## src/rtl/alu8_pkg.sv

```systemverilog
package alu8_pkg;

    localparam int OP_W   = 4;
    localparam int FLAG_W = 5;

    typedef enum logic [OP_W-1:0] {
        OP_ADD = 4'd0,
        OP_ADC = 4'd1,
        OP_SUB = 4'd2,
        OP_SBB = 4'd3,
        OP_AND = 4'd4,
        OP_OR  = 4'd5,
        OP_XOR = 4'd6,
        OP_CMP = 4'd7,
        OP_INC = 4'd8,
        OP_DEC = 4'd9
    } op_e;

    // carry-in source for the adder
    typedef enum logic [1:0] {CIN_ZERO, CIN_ONE, CIN_FLAG, CIN_NFLAG} cin_e;

    // second adder operand source
    typedef enum logic [1:0] {BSEL_OPND, BSEL_ZERO, BSEL_ONE} bsel_e;

    // how the carry flag is updated
    typedef enum logic [1:0] {CY_KEEP, CY_ADD, CY_SUB, CY_CLR} cymode_e;

    // how the auxiliary flag is updated
    typedef enum logic [1:0] {AC_ARITH, AC_SET, AC_CLR} acmode_e;

    typedef enum logic [1:0] {LG_AND, LG_OR, LG_XOR} lgsel_e;

    typedef struct packed {
        logic    valid;
        logic    wr_acc;
        logic    use_logic;
        lgsel_e  lg;
        logic    inv;
        cin_e    cin;
        bsel_e   bsel;
        cymode_e cy;
        acmode_e ac;
    } ctrl_t;

    // first member is the most significant bit of the packed vector
    typedef struct packed {
        logic sign;
        logic zero;
        logic aux;
        logic parity;
        logic carry;
    } flags_t;

    function automatic logic pick_cin(input cin_e sel, input logic stored);
        case (sel)
            CIN_ONE:   return 1'b1;
            CIN_FLAG:  return stored;
            CIN_NFLAG: return ~stored;
            default:   return 1'b0;
        endcase
    endfunction

endpackage

```

## src/rtl/alu8_decode.sv

```systemverilog
module alu8_decode
    import alu8_pkg::*;
(
    input  logic [OP_W-1:0] op,
    output ctrl_t           ctrl
);
    always_comb begin
        ctrl           = '0;
        ctrl.lg        = LG_AND;
        ctrl.cin       = CIN_ZERO;
        ctrl.bsel      = BSEL_OPND;
        ctrl.cy        = CY_KEEP;
        ctrl.ac        = AC_ARITH;
        ctrl.valid     = 1'b1;
        ctrl.wr_acc    = 1'b1;
        case (op_e'(op))
            OP_ADD: begin
                ctrl.cy = CY_ADD;
            end
            OP_ADC: begin
                ctrl.cin = CIN_FLAG;
                ctrl.cy  = CY_ADD;
            end
            OP_SUB: begin
                ctrl.inv = 1'b1;
                ctrl.cin = CIN_ONE;
                ctrl.cy  = CY_SUB;
            end
            OP_SBB: begin
                ctrl.inv = 1'b1;
                ctrl.cin = CIN_NFLAG;
                ctrl.cy  = CY_SUB;
            end
            OP_CMP: begin
                ctrl.inv    = 1'b1;
                ctrl.cin    = CIN_ONE;
                ctrl.cy     = CY_SUB;
                ctrl.wr_acc = 1'b0;
            end
            OP_AND: begin
                ctrl.use_logic = 1'b1;
                ctrl.lg        = LG_AND;
                ctrl.cy        = CY_CLR;
                ctrl.ac        = AC_SET;
            end
            OP_OR: begin
                ctrl.use_logic = 1'b1;
                ctrl.lg        = LG_OR;
                ctrl.cy        = CY_CLR;
                ctrl.ac        = AC_CLR;
            end
            OP_XOR: begin
                ctrl.use_logic = 1'b1;
                ctrl.lg        = LG_XOR;
                ctrl.cy        = CY_CLR;
                ctrl.ac        = AC_CLR;
            end
            OP_INC: begin
                ctrl.bsel = BSEL_ZERO;
                ctrl.cin  = CIN_ONE;
            end
            OP_DEC: begin
                ctrl.bsel = BSEL_ONE;
                ctrl.inv  = 1'b1;
                ctrl.cin  = CIN_ONE;
            end
            default: begin
                ctrl.valid  = 1'b0;
                ctrl.wr_acc = 1'b0;
            end
        endcase
    end
endmodule

```

## src/rtl/alu8_addsub.sv

```systemverilog
module alu8_addsub #(
    parameter int W = 8
) (
    input  logic [W-1:0] a,
    input  logic [W-1:0] b,
    input  logic         inv,
    input  logic         cin,
    output logic [W-1:0] sum,
    output logic         cout,
    output logic         half
);
    localparam int H = W / 2;

    logic [W-1:0] bx;
    logic [W:0]   full;
    logic [H:0]   low;

    always_comb begin
        bx   = inv ? ~b : b;
        full = {1'b0, a} + {1'b0, bx} + {{W{1'b0}}, cin};
        low  = {1'b0, a[H-1:0]} + {1'b0, bx[H-1:0]} + {{H{1'b0}}, cin};
        sum  = full[W-1:0];
        cout = full[W];
        half = low[H];
    end
endmodule

```

## src/rtl/alu8_logic.sv

```systemverilog
module alu8_logic
    import alu8_pkg::*;
#(
    parameter int W = 8
) (
    input  logic [W-1:0] a,
    input  logic [W-1:0] b,
    input  lgsel_e       sel,
    output logic [W-1:0] y
);
    always_comb begin
        case (sel)
            LG_OR:   y = a | b;
            LG_XOR:  y = a ^ b;
            default: y = a & b;
        endcase
    end
endmodule

```

## src/rtl/alu8_flags.sv

```systemverilog
module alu8_flags
    import alu8_pkg::*;
#(
    parameter int W = 8
) (
    input  ctrl_t        ctrl,
    input  logic [W-1:0] res,
    input  logic         cout,
    input  logic         half,
    input  flags_t       cur,
    output flags_t       nxt
);
    always_comb begin
        nxt = cur;
        if (ctrl.valid) begin
            nxt.zero   = (res == '0);
            nxt.sign   = res[W-1];
            nxt.parity = ~^res;
            case (ctrl.cy)
                CY_ADD:  nxt.carry = cout;
                CY_SUB:  nxt.carry = ~cout;
                CY_CLR:  nxt.carry = 1'b0;
                default: nxt.carry = cur.carry;
            endcase
            case (ctrl.ac)
                AC_SET:  nxt.aux = 1'b1;
                AC_CLR:  nxt.aux = 1'b0;
                default: nxt.aux = half;
            endcase
        end
    end
endmodule

```

## src/rtl/alu8_core.sv

```systemverilog
module alu8_core
    import alu8_pkg::*;
#(
    parameter int W = 8
) (
    input  logic              clk,
    input  logic              rst,
    input  logic              load,
    input  logic [OP_W-1:0]   op,
    input  logic [W-1:0]      operand,
    output logic [W-1:0]      acc_out,
    output logic [FLAG_W-1:0] flags_out
);
    ctrl_t        ctrl;
    flags_t       flags_q;
    flags_t       flags_d;
    logic [W-1:0] acc_q;
    logic [W-1:0] b_sel;
    logic [W-1:0] sum;
    logic [W-1:0] lg_y;
    logic [W-1:0] res;
    logic         cout;
    logic         half;
    logic         cin;

    alu8_decode u_dec (
        .op   (op),
        .ctrl (ctrl)
    );

    always_comb begin
        case (ctrl.bsel)
            BSEL_ZERO: b_sel = '0;
            BSEL_ONE:  b_sel = W'(1);
            default:   b_sel = operand;
        endcase
        cin = pick_cin(ctrl.cin, flags_q.carry);
    end

    alu8_addsub #(.W(W)) u_add (
        .a    (acc_q),
        .b    (b_sel),
        .inv  (ctrl.inv),
        .cin  (cin),
        .sum  (sum),
        .cout (cout),
        .half (half)
    );

    alu8_logic #(.W(W)) u_lg (
        .a   (acc_q),
        .b   (operand),
        .sel (ctrl.lg),
        .y   (lg_y)
    );

    assign res = ctrl.use_logic ? lg_y : sum;

    alu8_flags #(.W(W)) u_flg (
        .ctrl (ctrl),
        .res  (res),
        .cout (cout),
        .half (half),
        .cur  (flags_q),
        .nxt  (flags_d)
    );

    always_ff @(posedge clk) begin
        if (rst) begin
            acc_q   <= '0;
            flags_q <= '0;
        end else if (load) begin
            if (ctrl.wr_acc) acc_q <= res;
            flags_q <= flags_d;
        end
    end

    assign acc_out   = acc_q;
    assign flags_out = flags_q;
endmodule

```

## config.mk

```make
export PLATFORM = sky130hd
export DESIGN_NAME = alu8_core
export DESIGN_NICKNAME = d
export VERILOG_FILES = /design/src/rtl/alu8_pkg.sv /design/src/rtl/alu8_decode.sv /design/src/rtl/alu8_addsub.sv /design/src/rtl/alu8_logic.sv /design/src/rtl/alu8_flags.sv /design/src/rtl/alu8_core.sv
export SDC_FILE = /design/constraint.sdc
export NUM_CORES = 1
export LEC_CHECK = 0
export BUFFER_PORTS_ARGS = -buffer_cell sky130_fd_sc_hd__clkbuf_2
export CORE_AREA = 2 2 64 66
export CTS_CLUSTER_SIZE = 24
export DETAILED_ROUTE_END_ITERATION = 6
export DIE_AREA = 0 0 66 68
export PLACE_DENSITY_LB_ADDON = 0.05
export SLEW_MARGIN = 25
export SYNTH_ARGS = -nofsm -noshare
export SYNTH_HDL_FRONTEND = slang
export SYNTH_SLANG_ARGS = --single-unit
```

## constraint.sdc

```tcl
create_clock -name clk -period 4.15 [get_ports clk]
set_input_delay 0.2075 -clock clk [delete_from_list [all_inputs] [get_ports clk]]
set_output_delay 0.2075 -clock clk [all_outputs]
set_load 0.1 [all_outputs]
```

==> run summary, run 1 <==
### STA
* 0.263 GHz — fmax
* 378 ps — final hold slack
* 0 — endpoints failing hold
* 5.81 ps — largest clock skew in the final design
* 3800 ps — minimum period implied by the final worst setup slack
* 0 — Final Max Tran Viols
* 0 — final setup violation count
* 0 ps — setup tns final
* no — unrepaired setup endpoints after global routing
* 0.473 — worst relative slew slack
* 791 ps — slew at the pin closest to its max-slew limit
* 0.916 — final cycle utilization of the critical path

### Floorplanning
* 4490 µm² — die area
* 23 — number of placement rows
* 3860 µm² — area of the core
* 0.492 — effective utilization at floorplan
* 66 µm — width of the die
* 28 — count of boundary I/O pins
* 68 µm — overall die height

### Placement
* 27 — buffers added on ports
* 2090 µm² — Placed Area
* 0.915 — gp weighted congestion
* 3460 µm — HPWL after detailed placement

### Yosys
* sky130_fd_sc_hd__dfxtp_1 — most used flip-flop cell after synthesis
* 7.62 µm² — Avg Cell Area, Syn
* 0 — share of synthesized flip-flops with an asynchronous set or reset
* 300 — net count after synthesis
* 13 — FF+latch count, synth
* 44 — Synth cell types
* 249 — Gate Count Post-Synth
* 0 — number of enable flip-flop cells after synthesis
* 0.137 — share of the yosys chip area belonging to registers
* 1900 µm² — Cell Area, Synth
* 0 — count of synthesis-stage warnings from yosys

### GRT
* 21 — pin count of the biggest net entering global routing
* 7610 µm — global-route wire length before repair
* 1,634 — number of global-route vias before repair
* 0 — overflow left after global routing
* 0 — initial antenna violation count
* 0.223 — Overall Global Routing Usage

### Routing
* 2320 µm — wire length the detailed router placed on met1
* 5.36 — drt via density
* 4590 µm — WL final
* 1,737 — total vias in the final route
* 2030 µm — routed length on met2
* 4 — number of detailed-routing iterations run before antenna repair
* 0 — Antenna Violating Nets Remaining
* 167 µm — Routed met3 length
* met4 — uppermost layer routed
* 91 — violation count after the first detailed-route iteration
* 14.2 µm — final routed wire length divided by cell count
* 0 — drt drc

### Clocking
* 2 — maximum root-to-sink buffer count
* 250 ps — source-to-sink clock delay at the later pin of the worst-skew pair
* 3 — Inserted Clock Buffers
* 70 ps — Clock Pin Slew Worst Setup and Hold Paths
* 0 — post-CTS resize count
* sky130_fd_sc_hd__clkbuf_8 — root buf cell
* 0 — post-CTS setup repair buffer count
* 0 — CTS hold repair buffers
* 13 — Num Clock Sinks
* done — CTS tree
* 1 — CTS H-Tree Depth

### Pwr
* 0.373 mW — net switching power of the design
* 0.000148 V — largest voltage drop on the vdd net
* 0.986 nW — leakage power of the design
* 0.629 — proportion of power drawn by combinational gates
* 0.209 — relative contribution of sequential cells to total power
* 0.162 — clock network power share
* 0.497 — sw frac
* 0.750 mW — power consumption
* 351 nW/µm² — pwr dens
* 0.377 mW — P_int

### Run status
* completed — status

### Cells and area
* 0.153 — fraction of layout instances using a drive strength above 1
* sky130_fd_sc_hd__nor2_1, sky130_fd_sc_hd__ha_1, sky130_fd_sc_hd__clkbuf_2, sky130_fd_sc_hd__inv_1 — commonest cells after routing, fill and taps aside
* 12.5% — Syn-to-layout area delta
* 0 — number of antenna repair diodes
* 2130 µm² — Non-Filler Cell Area, Final
* 326 — nets
* sky130_fd_sc_hd__nor2_1 — commonest non-fill, non-tap cell in the layout
* 407 — Filler Cell Count

### Worst setup path
* 9 — largest driver fanout on the critical path
* 3920 ps — Worst Path Arrival
* flip-flop — Worst setup EP type
* in2reg — critical setup path kind
* 4270 ps — CP Data Required Time
* input port — CP startpoint kind

### Flow run
* 0 — Max-cap violations

### Hold path
* in2reg — worst hold path class

-- metal layers --
layer	vias to the layer above	GRT usage
li1	917	-
met1	781	0.296
met2	33	0.375
met3	6	0.0296
met4	0	0.0714
met5	-	0
-- cell usage after synthesis, types with 3 or more instances --
library cell               instances  share of area
sky130_fd_sc_hd__nand2_1          17          0.034
sky130_fd_sc_hd__o21ai_0           6          0.016
sky130_fd_sc_hd__xnor2_1          10          0.046
sky130_fd_sc_hd__inv_1            24          0.047
sky130_fd_sc_hd__nor2_1           35          0.069
sky130_fd_sc_hd__a311oi_1         10          0.046
sky130_fd_sc_hd__a21oi_1          14          0.037
sky130_fd_sc_hd__a211oi_1          4          0.016
sky130_fd_sc_hd__buf_2             5          0.013
sky130_fd_sc_hd__dfxtp_1          13           0.14
sky130_fd_sc_hd__clkbuf_1          5         0.0099
sky130_fd_sc_hd__nand3_1           4          0.011
sky130_fd_sc_hd__mux2i_1           7          0.037
sky130_fd_sc_hd__nand2b_1         17          0.056
sky130_fd_sc_hd__nand3b_1          3          0.012
sky130_fd_sc_hd__ha_1             34           0.22
-- flip-flops by register name, summed over array words and instances, names as in the netlist --
register   flops
acc_out        8
flags_out      5
-- per-stage QoR --
step                      instances  setup slack, ps   util
after floorplan                 249             29.2      -
after global placement          320              145  0.542
after detailed placement        320             88.9  0.542
after CTS                       324              340  0.554
after global routing            324             83.8  0.554
final                           324              350  0.554
-- power by group through the flow --
stage | sequential (mW) | combinational, mW | clock (mW)
floorplan | 0.268 | 0.274 | 0
global placement | 0.159 | 0.470 | 0
detailed placement | 0.159 | 0.469 | 0
CTS | 0.156 | 0.472 | 0.124
global route | 0.159 | 0.517 | 0.131
finish | 0.157 | 0.471 | 0.121
-- worst paths after layout --
kind | startpoint | end | slack, ps | cells past startpoint
max | op[2] | flags_out[1]$_SDFFE_PP0P_ | 350 | 19
min | rst | acc_out[5]$_SDFFE_PP0P_ | 380 | 2
max reg2reg | flags_out[0]$_SDFFE_PP0P_ | flags_out[1]$_SDFFE_PP0P_ | 710 | 16
min reg2reg | flags_out[2]$_SDFFE_PP0P_ | flags_out[2]$_SDFFE_PP0P_ | 490 | 2
-- cell families after synthesis --
family / Yosys count / share of synthesized area
AOI/OAI and AO/OA: 55 / 0.213
xor gates and xnor gates: 12 / 0.0554
adders and majority gates: 36 / 0.245
buffers and inverters: 36 / 0.0745
DFF: 13 / 0.137
muxes: 7 / 0.0369
and+or+nand+nor: 90 / 0.238
-- worst max-delay path: stages --
cell	delay, ps
sky130_fd_sc_hd__clkbuf_2	130
sky130_fd_sc_hd__and4bb_2	370
sky130_fd_sc_hd__inv_1	60
sky130_fd_sc_hd__ha_1	300
sky130_fd_sc_hd__mux2i_1	210
sky130_fd_sc_hd__xnor2_1	100
sky130_fd_sc_hd__fa_1	440
sky130_fd_sc_hd__fa_1	400
sky130_fd_sc_hd__nand2b_1	190
sky130_fd_sc_hd__a21oi_1	220
sky130_fd_sc_hd__mux2i_1	210
sky130_fd_sc_hd__nand2_1	80
sky130_fd_sc_hd__and2_1	180
sky130_fd_sc_hd__ha_1	290
sky130_fd_sc_hd__xnor2_1	170
sky130_fd_sc_hd__xnor2_1	130
sky130_fd_sc_hd__nor2_1	50
sky130_fd_sc_hd__a21oi_1	120
sky130_fd_sc_hd__nor2_1	50
-- area by class of cell --
class | count | area (µm²) | share of cell area
Clock buffer | 4 | 45.0 | 0.0211
Inverter | 24 | 90.1 | 0.0422
Multi-Input combinational cell | 200 | 1500 | 0.701
Sequential cell | 13 | 260 | 0.122
Tap cell | 50 | 62.6 | 0.0293
Timing Repair Buffer | 33 | 180 | 0.0844
Note: power is estimated with default switching activity, not from simulation.
==> run 2, diff against run 1 <==
--- a/config.mk
+++ b/config.mk
@@ -6,10 +6,10 @@
 export NUM_CORES = 1
 export LEC_CHECK = 0
 export BUFFER_PORTS_ARGS = -buffer_cell sky130_fd_sc_hd__clkbuf_2
-export CORE_AREA = 2 2 64 66
+export CORE_AREA = 2 2 81 83
 export CTS_CLUSTER_SIZE = 24
 export DETAILED_ROUTE_END_ITERATION = 6
-export DIE_AREA = 0 0 66 68
+export DIE_AREA = 0 0 83 85
 export PLACE_DENSITY_LB_ADDON = 0.05
 export SLEW_MARGIN = 25
 export SYNTH_ARGS = -nofsm -noshare
==> run 2 against run 1 <==
Net effect: core utilization down 20 points; largest cell class unchanged; clock skew up 0.60 ps; critical path depth unchanged; sequential share of layout area down 0.25 points; design area up 2.1%; fmax up 2.6%; total power up 1.3%; register-to-register slack about the same; sequential cell count unchanged.
==> run summary, run 2 (synthesis results as in run 1) <==
### Cells and area
* 352 — Final Non-Filler Cells
* 0 — number of antenna repair diodes
* 8 — number of flip-flops in the largest register
* 0.160 — fraction of layout instances using a drive strength above 1
* sky130_fd_sc_hd__nor2_1 — commonest non-fill, non-tap cell in the layout
* 2180 µm² — Non-Filler Cell Area, Final
* 14.8% — Syn-to-layout area delta
* 680 — Filler Cell Count
* 260 µm² — footprint of the flip-flops and latches
* 327 — nets
* sky130_fd_sc_hd__nor2_1, sky130_fd_sc_hd__ha_1, sky130_fd_sc_hd__clkbuf_2, sky130_fd_sc_hd__inv_1 — commonest cells after routing, fill and taps aside
* 1500 µm² — multi-input gate area in the final layout

### Worst setup path
* flip-flop — Worst setup EP type
* input port — CP startpoint kind
* 4290 ps — CP Data Required Time
* in2reg — critical setup path kind
* 3840 ps — Worst Path Arrival
* 9 — largest driver fanout on the critical path

### Pwr
* 0.207 — relative contribution of sequential cells to total power
* 0.991 nW — leakage power of the design
* 0.000117 V — largest voltage drop on the vdd net
* 0.380 mW — net switching power of the design
* 0.501 — sw frac
* 0.379 mW — P_int
* 0.163 — clock network power share
* 348 nW/µm² — pwr dens
* 0.630 — proportion of power drawn by combinational gates

### Routing
* 4 — number of detailed-routing iterations run before antenna repair
* 14.6 µm — final routed wire length divided by cell count
* 69 — violation count after the first detailed-route iteration
* 0 — Antenna Violating Nets Remaining
* 0 — drt drc
* 4.99 — drt via density
* 1,757 — total vias in the final route
* 5150 µm — WL final

### Clocking
* 70 ps — Clock Pin Slew Worst Setup and Hold Paths
* 3 — Inserted Clock Buffers
* 0 — post-CTS setup repair buffer count
* 0 — CTS hold repair buffers
* 0 — post-CTS resize count
* done — CTS tree
* 260 ps — source-to-sink clock delay at the later pin of the worst-skew pair
* sky130_fd_sc_hd__clkbuf_8 — root buf cell
* 1 — CTS H-Tree Depth
* 2 — maximum root-to-sink buffer count
* 13 — Num Clock Sinks

### GRT
* 21 — pin count of the biggest net entering global routing
* 0.149 — Overall Global Routing Usage
* 0 — overflow left after global routing
* 0 — initial antenna violation count
* 8380 µm — global-route wire length before repair
* 1,672 — number of global-route vias before repair

### STA
* 0.892 — final cycle utilization of the critical path
* 778 ps — slew at the pin closest to its max-slew limit
* 0.482 — worst relative slew slack
* 0.270 GHz — fmax
* 0 — Final Max Tran Viols
* no — unrepaired setup endpoints after global routing
* 0 ps — setup tns final
* 6.41 ps — largest clock skew in the final design
* 3700 ps — minimum period implied by the final worst setup slack
* 447 ps — setup slack of the critical path after layout
* 0 — endpoints failing hold
* 368 ps — final hold slack
* 0 — final setup violation count

### Floorplanning
* 28 — count of boundary I/O pins
* 7060 µm² — die area
* 85 µm — overall die height
* 6200 µm² — area of the core
* 29 — number of placement rows
* 0.306 — effective utilization at floorplan
* 83 µm — width of the die

### Hold path
* in2reg — worst hold path class

### Placement
* 4020 µm — HPWL after detailed placement
* 27 — buffers added on ports
* 348 — Placed Cells incl. Taps
* 0.822 — gp weighted congestion
* 2130 µm² — Placed Area
* 99.0 ps — Place WS

### Run status
* completed — status

### Flow run
* 0 — Max-cap violations

-- run 2: changes by cell type in the layout (fill, tap and decap cells not counted) --
cell                      change
sky130_fd_sc_hd__a21oi_2      +1
sky130_fd_sc_hd__buf_4        +1
sky130_fd_sc_hd__a21oi_1      -1
-- run 2: layer usage --
metal | part of all wire | global-route usage | vias to the layer above | routed length (µm)
met2 | 0.46 | 0.261 | 23 | 2390
met3 | 0.024 | 0.0126 | 5 | 126
li1 | - | - | 915 | -
met1 | 0.50 | 0.196 | 814 | 2570
met4 | 0.013 | 0.0402 | 0 | 67
met5 | 0 | 0 | - | 0
-- run 2: layout make-up --
class,count,area share
clock buffer,4,0.0207
inverter,24,0.0413
multi-input combinational,200,0.688
sequential,13,0.119
tap,77,0.0442
timing repair buffer,34,0.0861
-- run 2: power by group through the flow --
| stage | combinational [mW] | sequential (mW) | clock [mW] |
|---|---|---|---|
| 3_3_place_gp | 0.484 | 0.161 | 0 |
| 2_1_floorplan | 0.274 | 0.268 | 0 |
| 5_1_grt | 0.529 | 0.160 | 0.135 |
| 6_report | 0.478 | 0.157 | 0.124 |
| 3_5_place_dp | 0.480 | 0.161 | 0 |
| 4_1_cts | 0.483 | 0.158 | 0.129 |
-- run 2: critical path: stages --
cell and delay [ps]:
sky130_fd_sc_hd__clkbuf_2 140, sky130_fd_sc_hd__and4bb_2 320, sky130_fd_sc_hd__inv_1 50, sky130_fd_sc_hd__ha_1 300
sky130_fd_sc_hd__mux2i_1 210, sky130_fd_sc_hd__xnor2_1 110, sky130_fd_sc_hd__fa_1 430, sky130_fd_sc_hd__fa_1 390
sky130_fd_sc_hd__nand2b_1 200, sky130_fd_sc_hd__a21oi_2 190, sky130_fd_sc_hd__mux2i_1 200, sky130_fd_sc_hd__nand2_1 80
sky130_fd_sc_hd__and2_1 190, sky130_fd_sc_hd__ha_1 300, sky130_fd_sc_hd__xnor2_1 170, sky130_fd_sc_hd__xnor2_1 140
sky130_fd_sc_hd__nor2_1 50, sky130_fd_sc_hd__a21oi_1 120, sky130_fd_sc_hd__nor2_1 50
-- run 2: worst paths after layout --
check | from | end | slack, ps | cells past startpoint
hold reg to reg | flags_out[3]$_SDFFE_PP0P_ | flags_out[3]$_SDFFE_PP0P_ | 490 | 2
setup / recovery | op[2] | flags_out[1]$_SDFFE_PP0P_ | 450 | 19
setup reg to reg | flags_out[0]$_SDFFE_PP0P_ | flags_out[1]$_SDFFE_PP0P_ | 720 | 16
hold / removal | load | flags_out[0]$_SDFFE_PP0P_ | 370 | 5
-- run 2: per-stage QoR --
step / power, mW / util
2_1_floorplan: 0.542 / -
3_3_place_gp: 0.645 / 0.343
3_5_place_dp: 0.641 / 0.343
4_1_cts: 0.770 / 0.351
5_1_grt: 0.823 / 0.351
6_report: 0.759 / 0.351
==> run 3, diff against run 2 <==
--- a/config.mk
+++ b/config.mk
@@ -7,6 +7,7 @@
 export LEC_CHECK = 0
 export BUFFER_PORTS_ARGS = -buffer_cell sky130_fd_sc_hd__clkbuf_2
 export CORE_AREA = 2 2 81 83
+export CTS_CLUSTER_DIAMETER = 80
 export CTS_CLUSTER_SIZE = 24
 export DETAILED_ROUTE_END_ITERATION = 6
 export DIE_AREA = 0 0 83 85
==> constraint.sdc (replaced) <==
create_clock -name clk -period 4.4 [get_ports clk]
set_input_delay 0.22 -clock clk [delete_from_list [all_inputs] [get_ports clk]]
set_output_delay 0.22 -clock clk [all_outputs]
set_load 0.1 [all_outputs]
==> run 3 against run 2 <==
Net effect: clock-buffer cell count unchanged; hold slack better by 11 ps; register-to-register slack improved by 60 ps; design area is 2.2% lower; sequential share of layout area grew 0.27 points; global-route usage grew 0.70 points; sequential power shrank 6%; total power is 6.5% lower; critical path type unchanged.
==> run summary, run 3 (synthesis results as in run 1) <==
### Run status
* completed — status

### Cells and area
* sky130_fd_sc_hd__nor2_1, sky130_fd_sc_hd__ha_1, sky130_fd_sc_hd__clkbuf_2, sky130_fd_sc_hd__inv_1 — commonest cells after routing, fill and taps aside
* 12.3% — Syn-to-layout area delta
* 0.343 — utilization after layout
* 0 — number of antenna repair diodes
* sky130_fd_sc_hd__nor2_1 — commonest non-fill, non-tap cell in the layout
* 321 — nets
* 0.138 — fraction of layout instances using a drive strength above 1
* 8 — number of flip-flops in the largest register

### Floorplanning
* 83 µm — width of the die
* 7060 µm² — die area
* 29 — number of placement rows
* 28 — count of boundary I/O pins
* 85 µm — overall die height
* 0.306 — effective utilization at floorplan
* 6200 µm² — area of the core

### Routing
* 4 — number of detailed-routing iterations run before antenna repair
* 1,749 — total vias in the final route
* 81 — violation count after the first detailed-route iteration
* 5240 µm — WL final
* 5.05 — drt via density
* 0 — Antenna Violating Nets Remaining
* 0 — drt drc
* 15.1 µm — final routed wire length divided by cell count

### Worst setup path
* 780 ps — internal reg-to-reg setup slack
* flags_out[1]$_SDFFE_PP0P_ — capture point of the worst path
* 4110 ps — Worst Path Arrival
* adder cells — cell class contributing the biggest share of worst-path delay
* 450 ps — maximum single-stage delay on the critical path
* 19 — Worst path depth
* sky130_fd_sc_hd__fa_1 — cell with the biggest individual delay on the critical path
* clkbuf_2, and4bb_2, inv_1, ha_1, mux2i_1, xnor2_1, fa_1, fa_1, nand2b_1, a21oi_1, mux2i_1, nand2_1, and2_1, ha_1, xnor2_1, xnor2_1, nor2_1, a21oi_1, nor2_1 — Critical Path, Cell by Cell
* 12 — largest driver fanout on the critical path
* flags_out[0]$_SDFFE_PP0P_ — worst r2r src
* 2 — Buffers & Inverters on Critical Path
* input port — CP startpoint kind
* op[1] — start point of the critical path
* 4530 ps — CP Data Required Time
* sky130_fd_sc_hd__xnor2_1 — Most common cell on crit path
* 16 — Worst R2R Path Depth
* in2reg — critical setup path kind
* flip-flop — Worst setup EP type
* flags_out[1]$_SDFFE_PP0P_ — critical register-to-register path endpoint

### GRT
* 0.156 — Overall Global Routing Usage
* 1,679 — number of global-route vias before repair
* 21 — pin count of the biggest net entering global routing
* 8760 µm — global-route wire length before repair
* 0 — initial antenna violation count
* 0 — overflow left after global routing

### STA
* no — unrepaired setup endpoints after global routing
* 0 ps — setup tns final
* 807 ps — slew at the pin closest to its max-slew limit
* 9.17 ps — largest clock skew in the final design
* 3980 ps — minimum period implied by the final worst setup slack
* 0 — endpoints failing hold
* 0 — final setup violation count
* 0 — Final Max Tran Viols
* 0.904 — final cycle utilization of the critical path
* 0.251 GHz — fmax
* 0.462 — worst relative slew slack

### Clocking
* sky130_fd_sc_hd__clkbuf_8 — root buf cell
* 13 — Num Clock Sinks
* 70 ps — Clock Pin Slew Worst Setup and Hold Paths
* 0 — post-CTS setup repair buffer count
* 0 — CTS hold repair buffers
* 2 — maximum root-to-sink buffer count
* 1 — CTS H-Tree Depth
* 3 — Inserted Clock Buffers
* done — CTS tree
* 0 — post-CTS resize count
* 260 ps — source-to-sink clock delay at the later pin of the worst-skew pair

### Pwr
* 333 nW/µm² — pwr dens
* 0.000120 V — largest voltage drop on the vdd net
* 0.961 nW — leakage power of the design

### Placement
* 27 — buffers added on ports
* 4010 µm — HPWL after detailed placement
* 0.809 — gp weighted congestion

### Hold path
* in2reg — worst hold path class

### Flow run
* 0 — Max-cap violations

-- run 3: changes by cell type in the layout (fill, tap and decap cells not counted), sizes merged --
cell  delta
buf      -6
-- run 3: where the power goes --
group,switching [mW],total [mW],leakage [nW],internal [mW]
registers,0.0152,0.148,0.107,0.133
clock network,0.0524,0.117,0.0228,0.0643
logic,0.290,0.445,0.832,0.155
-- run 3: layout make-up --
type / instances / area, µm²
inverter: 24 / 90.1
sequential: 13 / 260
clock buffer: 4 / 45.0
fill: 675 / 4070
multi-input combinational: 200 / 1500
timing repair buffer: 28 / 143
tap: 77 / 96.3
-- run 3: through the flow --
step	cells	setup WS (ps)	total power [mW]	hold slack, ps	cell area (µm²)
final	346	423	0.710	379	2130
after global routing	346	140	0.773	413	2130
after CTS	346	420	0.722	386	2130
after detailed placement	342	175	0.599	478	2090
after global placement	342	270	0.601	477	2090
after floorplan	249	267	0.511	321	1900
-- run 3: worst register-to-register path, cell delays in order (launching register included) --
cell and delay, ps:
sky130_fd_sc_hd__dfxtp_1 400, sky130_fd_sc_hd__a21oi_1 90, sky130_fd_sc_hd__o31ai_1 210, sky130_fd_sc_hd__o21ai_0 170, sky130_fd_sc_hd__fa_1 430, sky130_fd_sc_hd__fa_1 390, sky130_fd_sc_hd__nand2b_1 200, sky130_fd_sc_hd__a21oi_1 290
sky130_fd_sc_hd__mux2i_1 240, sky130_fd_sc_hd__nand2_1 80, sky130_fd_sc_hd__and2_1 180, sky130_fd_sc_hd__ha_1 300, sky130_fd_sc_hd__xnor2_1 170, sky130_fd_sc_hd__xnor2_1 140, sky130_fd_sc_hd__nor2_1 50, sky130_fd_sc_hd__a21oi_1 120
sky130_fd_sc_hd__nor2_1 50
-- run 3: layer usage --
metal	GRT usage	up-vias	share of wire	wire (µm)
met5	0	-	0	0
met3	0.00875	3	0.012	64
li1	-	909	-	-
met1	0.220	814	0.53	2780
met2	0.257	23	0.45	2370
met4	0.0447	0	0.0052	27
-- run 3: how the worst min path moves through the flow --
stage                              startpoint                         to  slack [ps]  cells after the start
floorplan                                 rst  flags_out[2]$_SDFFE_PP0P_         320                      1
global placement    flags_out[3]$_SDFFE_PP0P_  flags_out[3]$_SDFFE_PP0P_         480                      2
detailed placement  flags_out[2]$_SDFFE_PP0P_  flags_out[2]$_SDFFE_PP0P_         480                      2
CTS                                      load  flags_out[0]$_SDFFE_PP0P_         390                      5
global route                              rst    acc_out[5]$_SDFFE_PP0P_         410                      2
finish                                    rst    acc_out[1]$_SDFFE_PP0P_         380                      2
